`src/rtl/serial_rx_pkg.sv`:
```
package serial_rx_pkg;
  localparam int STAT_W = 6;
  localparam int ST_RDY = 0;
  localparam int ST_IDLE = 1;
  localparam int ST_FE = 2;
  localparam int ST_NE = 3;
  localparam int ST_PE = 4;
  localparam int ST_OVR = 5;

  typedef enum logic [2:0] {
    S_IDLE,
    S_START,
    S_BITS,
    S_STOP,
    S_HOLD
  } rx_state_t;
endpackage

```
`src/rtl/serial_rx_sync.sv`:
```
module serial_rx_sync #(
  parameter int STAGES = 2
) (
  input  logic clk,
  input  logic rst,
  input  logic d_i,
  output logic q_o
);
  logic [STAGES-1:0] chain;

  always_ff @(posedge clk) begin
    if (rst) chain <= '1;
    else     chain <= {chain[STAGES-2:0], d_i};
  end

  assign q_o = chain[STAGES-1];
endmodule

```
`src/rtl/serial_rx_frame.sv`:
```
module serial_rx_frame
  import serial_rx_pkg::*;
#(
  parameter int DATA_W = 9,
  parameter int OSR    = 16
) (
  input  logic              clk,
  input  logic              rst,
  input  logic              tick,
  input  logic              rxd,
  input  logic              cfg_nine,
  input  logic              cfg_two_stop,
  input  logic              cfg_par_en,
  input  logic              cfg_par_odd,
  output logic              done_o,
  output logic [DATA_W-1:0] word_o,
  output logic              fe_o,
  output logic              ne_o,
  output logic              pe_o,
  output logic              idle_o
);
  localparam int PW = $clog2(OSR);
  localparam int IW = $clog2(DATA_W + 2);
  localparam logic [PW-1:0] PH_A   = PW'(OSR/2 - 1);
  localparam logic [PW-1:0] PH_B   = PW'(OSR/2);
  localparam logic [PW-1:0] PH_C   = PW'(OSR/2 + 1);
  localparam logic [PW-1:0] PH_END = PW'(OSR - 1);

  rx_state_t         st;
  logic [PW-1:0]     ph;
  logic [IW-1:0]     idx, ndata, nbits;
  logic              stop_n;
  logic [1:0]        votes, tot;
  logic [DATA_W-1:0] shreg;
  logic              par_q, ferr_acc, nacc;
  logic              bitv, noisy, last_stop, par_bad;

  always_comb begin
    ndata     = cfg_nine ? IW'(DATA_W) : IW'(DATA_W - 1);
    nbits     = ndata + IW'(cfg_par_en);
    tot       = votes + {1'b0, rxd};
    bitv      = tot[1];
    noisy     = (tot != 2'd0) && (tot != 2'd3);
    last_stop = (stop_n == cfg_two_stop);
    par_bad   = cfg_par_en && ((^shreg ^ par_q) != cfg_par_odd);
  end

  always_ff @(posedge clk) begin
    if (rst) begin
      st       <= S_IDLE;
      ph       <= '0;
      idx      <= '0;
      stop_n   <= 1'b0;
      votes    <= '0;
      shreg    <= '0;
      par_q    <= 1'b0;
      ferr_acc <= 1'b0;
      nacc     <= 1'b0;
      done_o   <= 1'b0;
      word_o   <= '0;
      fe_o     <= 1'b0;
      ne_o     <= 1'b0;
      pe_o     <= 1'b0;
      idle_o   <= 1'b1;
    end else begin
      done_o <= 1'b0;
      case (st)
        S_IDLE: begin
          if (tick && !rxd) begin
            st       <= S_START;
            ph       <= PW'(1);
            idle_o   <= 1'b0;
            idx      <= '0;
            stop_n   <= 1'b0;
            shreg    <= '0;
            par_q    <= 1'b0;
            ferr_acc <= 1'b0;
            nacc     <= 1'b0;
          end
        end
        S_HOLD: begin
          if (rxd) st <= S_IDLE;
        end
        default: begin
          if (tick) begin
            ph <= (ph == PH_END) ? '0 : ph + PW'(1);
            if (ph == PH_A) votes <= {1'b0, rxd};
            if (ph == PH_B) votes <= tot;
            if (ph == PH_C) begin
              nacc <= nacc | noisy;
              case (st)
                S_START: begin
                  if (bitv) begin
                    st     <= S_IDLE;
                    idle_o <= 1'b1;
                  end
                end
                S_BITS: begin
                  if (idx < ndata) shreg[idx] <= bitv;
                  else             par_q      <= bitv;
                end
                S_STOP: begin
                  if (!bitv) ferr_acc <= 1'b1;
                  if (last_stop) begin
                    done_o <= 1'b1;
                    word_o <= shreg;
                    fe_o   <= ferr_acc | !bitv;
                    ne_o   <= nacc | noisy;
                    pe_o   <= par_bad;
                    idle_o <= 1'b1;
                    st     <= bitv ? S_IDLE : S_HOLD;
                  end
                end
                default: ;
              endcase
            end
            if (ph == PH_END) begin
              case (st)
                S_START: begin
                  st  <= S_BITS;
                  idx <= '0;
                end
                S_BITS: begin
                  if (idx == nbits - IW'(1)) begin
                    st     <= S_STOP;
                    stop_n <= 1'b0;
                  end else begin
                    idx <= idx + IW'(1);
                  end
                end
                S_STOP:  stop_n <= 1'b1;
                default: ;
              endcase
            end
          end
        end
      endcase
    end
  end
endmodule

```
`src/rtl/serial_rx_regs.sv`:
```
module serial_rx_regs
  import serial_rx_pkg::*;
#(
  parameter int DATA_W = 9
) (
  input  logic              clk,
  input  logic              rst,
  input  logic              done_i,
  input  logic [DATA_W-1:0] word_i,
  input  logic              fe_i,
  input  logic              ne_i,
  input  logic              pe_i,
  input  logic              idle_i,
  input  logic              rd_stat,
  input  logic              rd_data,
  input  logic              irq_en,
  output logic [DATA_W-1:0] data_o,
  output logic [STAT_W-1:0] stat_o,
  output logic              irq_o
);
  logic rdy, fe, ne, pe, ovr, armed;

  always_ff @(posedge clk) begin
    if (rst) begin
      data_o <= '0;
      rdy    <= 1'b0;
      fe     <= 1'b0;
      ne     <= 1'b0;
      pe     <= 1'b0;
      ovr    <= 1'b0;
      armed  <= 1'b0;
      irq_o  <= 1'b0;
    end else begin
      irq_o <= irq_en & (rdy | ovr);
      if (done_i) begin
        armed <= 1'b0;
        if (rdy) begin
          ovr <= 1'b1;
        end else begin
          data_o <= word_i;
          rdy    <= 1'b1;
          fe     <= fe_i;
          ne     <= ne_i;
          pe     <= pe_i;
        end
      end else begin
        if (rd_stat) armed <= 1'b1;
        if (rd_data && armed) begin
          rdy   <= 1'b0;
          fe    <= 1'b0;
          ne    <= 1'b0;
          pe    <= 1'b0;
          ovr   <= 1'b0;
          armed <= 1'b0;
        end
      end
    end
  end

  always_comb begin
    stat_o          = '0;
    stat_o[ST_RDY]  = rdy;
    stat_o[ST_IDLE] = idle_i;
    stat_o[ST_FE]   = fe;
    stat_o[ST_NE]   = ne;
    stat_o[ST_PE]   = pe;
    stat_o[ST_OVR]  = ovr;
  end
endmodule

```
`src/rtl/serial_rx_core.sv`:
```
module serial_rx_core
  import serial_rx_pkg::*;
#(
  parameter int DATA_W      = 9,
  parameter int OSR         = 16,
  parameter int SYNC_STAGES = 2
) (
  input  logic              clk,
  input  logic              rst,
  input  logic              tick16,
  input  logic              rx_in,
  input  logic              cfg_nine,
  input  logic              cfg_two_stop,
  input  logic              cfg_par_en,
  input  logic              cfg_par_odd,
  input  logic              cfg_irq_en,
  input  logic              rd_stat,
  input  logic              rd_data,
  output logic [STAT_W-1:0] stat_o,
  output logic [DATA_W-1:0] data_o,
  output logic              irq_o
);
  logic              rxs;
  logic              frm_done, frm_fe, frm_ne, frm_pe, frm_idle;
  logic [DATA_W-1:0] frm_word;

  serial_rx_sync #(.STAGES(SYNC_STAGES)) sync_i (
    .clk(clk), .rst(rst), .d_i(rx_in), .q_o(rxs)
  );

  serial_rx_frame #(.DATA_W(DATA_W), .OSR(OSR)) frame_i (
    .clk(clk), .rst(rst), .tick(tick16), .rxd(rxs),
    .cfg_nine(cfg_nine), .cfg_two_stop(cfg_two_stop),
    .cfg_par_en(cfg_par_en), .cfg_par_odd(cfg_par_odd),
    .done_o(frm_done), .word_o(frm_word), .fe_o(frm_fe),
    .ne_o(frm_ne), .pe_o(frm_pe), .idle_o(frm_idle)
  );

  serial_rx_regs #(.DATA_W(DATA_W)) regs_i (
    .clk(clk), .rst(rst), .done_i(frm_done), .word_i(frm_word),
    .fe_i(frm_fe), .ne_i(frm_ne), .pe_i(frm_pe), .idle_i(frm_idle),
    .rd_stat(rd_stat), .rd_data(rd_data), .irq_en(cfg_irq_en),
    .data_o(data_o), .stat_o(stat_o), .irq_o(irq_o)
  );
endmodule

```
`config.mk`:
```
export PLATFORM = sky130hd
export DESIGN_NAME = serial_rx_core
export DESIGN_NICKNAME = d
export VERILOG_FILES = /design/src/rtl/serial_rx_pkg.sv /design/src/rtl/serial_rx_sync.sv /design/src/rtl/serial_rx_frame.sv /design/src/rtl/serial_rx_regs.sv /design/src/rtl/serial_rx_core.sv
export SDC_FILE = /design/constraint.sdc
export NUM_CORES = 1
export LEC_CHECK = 0
export CAP_MARGIN = 20
export CORE_MARGIN = 4
export CORE_UTILIZATION = 40
export CTS_BUF_LIST = sky130_fd_sc_hd__clkbuf_8
export CTS_CLUSTER_SIZE = 10
export DETAILED_ROUTE_END_ITERATION = 12
export MAX_ROUTING_LAYER = met4
export PLACE_DENSITY = 0.63
export SYNTH_ARGS = -nofsm -noshare
export SYNTH_HDL_FRONTEND = slang
export SYNTH_SLANG_ARGS = --single-unit
```
`constraint.sdc`:
```
create_clock -name clk -period 1.8 [get_ports clk]
set_input_delay 0.54 -clock clk [delete_from_list [all_inputs] [get_ports clk]]
set_output_delay 0.54 -clock clk [all_outputs]
set_load 0.03 [all_outputs]
```
==> metrics.yaml <==
power_and_ir_drop:
  clkPwrFrac: 0.413
  vdd_ir_drop_max_mv: 0.561
  swShare: 0.261
  switchingPower_mw: 0.662
  p_leak_nw: 1.47
  pwr-share-comb: 0.075
  finalPower_mw: 2.54
  intPower_mw: 1.87
  p_per_area_nw_per_um2: 672
  seqPwrFrac: 0.513
route:
  viasPerCell: 5.15
  drtPass1Iterations: 4
  wl_per_cell_um: 14.5
  first_iter_violations: 136
  vias: 2577
  drt_wl_total_um: 7250
  postRouteAntennaNets: 0
  drc: 0
timing:
  setup_viol: 0
  fin_skew_ps: 12.0
  tightest_slew_ps: 408
  fin_crit_sh: 0.988
  grt_setup_unrepaired: "yes"
  fmax_mhz: 562
  tns_ps: 0
  period_needed_ps: 1780
  slew_violations: 0
  slew-limit-headroom: 0.728
  hold_viol_final: 0
logic_synthesis:
  yosysSeqAreaShare: 0.404
  synth-edff-count: 0
  yosysTopAreaCell: "dfxtp_1"
  synth_top_area_share: 0.404
  synth.distinct_cells: 55
  syn-num-nets: 362
  async_flop_share: 0
  synth-seq-cells: 58
  synthFlopType: "dfxtp_1"
  syn-instance-count: 342
  avgSynthCellArea_um2: 8.41
  yosysWarnings: 0
  synth_area_leaders: "dfxtp_1, nand2_1, a21oi_1"
  netlist_area_um2: 2880
final_layout:
  antennaDiodeCount: 0
  layout.nets: 419
  seqCellArea_um2: 1160
  fillers: 676
  final_common_cell: "nand2_1"
  multiInputGateArea_um2: 1700
  final_cell_mix: "nand2_1, dfxtp_1, buf_4"
  drive_gt1_frac: 0.240
  area_growth_pct: 31.2
die:
  dieArea_um2: 8610
  core-area_um2: 6910
  fp.dieW_um: 92.8
  die_h_um: 92.8
  ios: 27
  rows: 30
  initial_core_util: 0.416
global_route:
  grt_overflow: 0
  grt_pass1_wl_um: 12000
  grt.total_usage: 0.181
  grt_pass1_vias: 2467
  antenna_found_initial: 0
  grt_max_degree: 54
setup_path:
  path_max_fanout: 2
  cp.required_ps: 2040
  arrival_ps: 2020
  crit_path_end_kind: "flip-flop"
  startpoint_type: "input pin"
  worstSetupPathType: "input pin to flip-flop"
run_status:
  status: "finished clean"
cts:
  clkSinkCount: 58
  clkLatencyLatePin_ps: 340
  htree_levels: 3
  path_clk_slew_ps: 70
  cts-root-buf: "clkbuf_8"
  cts_tree: "done"
  clockBufferDepth: 2
  cts_buffers: 9
  cts_hold_buf: 0
run:
  drv_cap: 0
placed_design:
  portBuffers: 26
  place_hpwl_um: 5100
  gp_congestion: 0.877
min_path:
  worstHoldPathType: "flip-flop to flip-flop"
-- cell families (layout without fill, tap and decap cells) --
group / count (synthesis) / after routing / share of synthesized area
buffers and inverters: 34 / 95 / 0.0592
and+or+nand+nor: 139 / 139 / 0.238
adders and majority gates: 9 / 9 / 0.0392
AOI/OAI and AO/OA: 83 / 84 / 0.195
xor gates and xnor gates: 15 / 15 / 0.0505
muxes: 4 / 4 / 0.0144
DFF: 58 / 58 / 0.404
-- per-stage QoR --
step | std cells | hold slack (ps) | instance area, um2 | utilization | worst slack (ps)
after floorplan | 342 | 389 | 2930 | - | -99.9
after global placement | 483 | 393 | 3500 | 0.507 | -724
after detailed placement | 483 | 396 | 3500 | 0.507 | -789
after CTS | 500 | 414 | 3700 | 0.536 | 1.11
after global routing | 500 | 434 | 3770 | 0.546 | -19.9
final | 500 | 410 | 3770 | 0.546 | 21.1
-- repair_timing --
action                     in CTS  in global routing
gates cloned                    1                  0
gates resized for setup        34                 20
setup endpoints to repair      47                 28
pin swaps                      10                 10
setup buffers                   1                  1
hold endpoints to repair        0                  0
-- cell usage after synthesis, types with 2 or more instances --
cell / number
a22o_1: 8
ha_1: 9
nor3_1: 12
nand3_1: 6
a32oi_1: 2
a2111oi_4: 2
nor4_1: 2
o211a_1: 2
a21oi_1: 31
and4_1: 2
inv_1: 12
buf_2: 4
buf_4: 6
xor2_1: 3
a22oi_1: 3
a31oi_1: 3
nor2_1: 28
xnor2_1: 11
o21ai_1: 2
o21ai_0: 19
dfxtp_1: 58
or3_1: 5
clkbuf_1: 9
or2_2: 3
nand3b_1: 3
nor2b_1: 4
and3_1: 3
mux2i_1: 3
buf_6: 2
nand2_1: 59
and4b_1: 2
-- final timing paths --
kind	start	to	slack (ps)	cells after the start
max	cfg_two_stop	frame_i.st[2]	20	7
min	sync_i.chain[0]	sync_i.chain[1]	410	1
max reg2reg	frame_i.ph[1]	frame_i.st[2]	40	7
min reg2reg	sync_i.chain[0]	sync_i.chain[1]	410	1
-- power by group through the flow --
stage          clock, mW  combinational (mW)  sequential, mW
6_report            1.05               0.189            1.30
3_3_place_gp           0               0.175            1.33
4_1_cts             1.08               0.182            1.30
5_1_grt             1.14               0.206            1.30
3_5_place_dp           0               0.179            1.33
2_1_floorplan          0              0.0974            1.33
-- per-layer routing --
metal,up-vias,global-route usage,routed length (um)
met5,-,-,0
met4,0,0.0720,161
met3,15,0.0414,266
met2,49,0.289,3630
met1,1215,0.222,3200
li1,1298,-,-
-- registers in the layout (all words and copies together) (netlist names), 2 cells and up --
register,cells
frame_i.idx,4
frame_i.ph,4
frame_i.shreg,9
frame_i.st,3
frame_i.votes,2
frame_i.word_o,9
regs_i.data_o,9
sync_i.chain,2
-- layout make-up --
cell class                      count  share of cell area
Sequential cell                    58               0.309
Clock inverter                      7              0.0123
Clock buffer                        9              0.0328
Inverter                           12              0.0166
Multi-Input combinational cell    251               0.450
Timing Repair Buffer               67               0.148
Tap cell                           96              0.0318
-- worst max-delay path: stages --
cell and delay, ps:
clkdlybuf4s50_1 530, xnor2_2 140, inv_1 100, buf_4 150, nor2_1 120, a41oi_1 170, nor4_1 260
(Power assumes the default switching activity.)
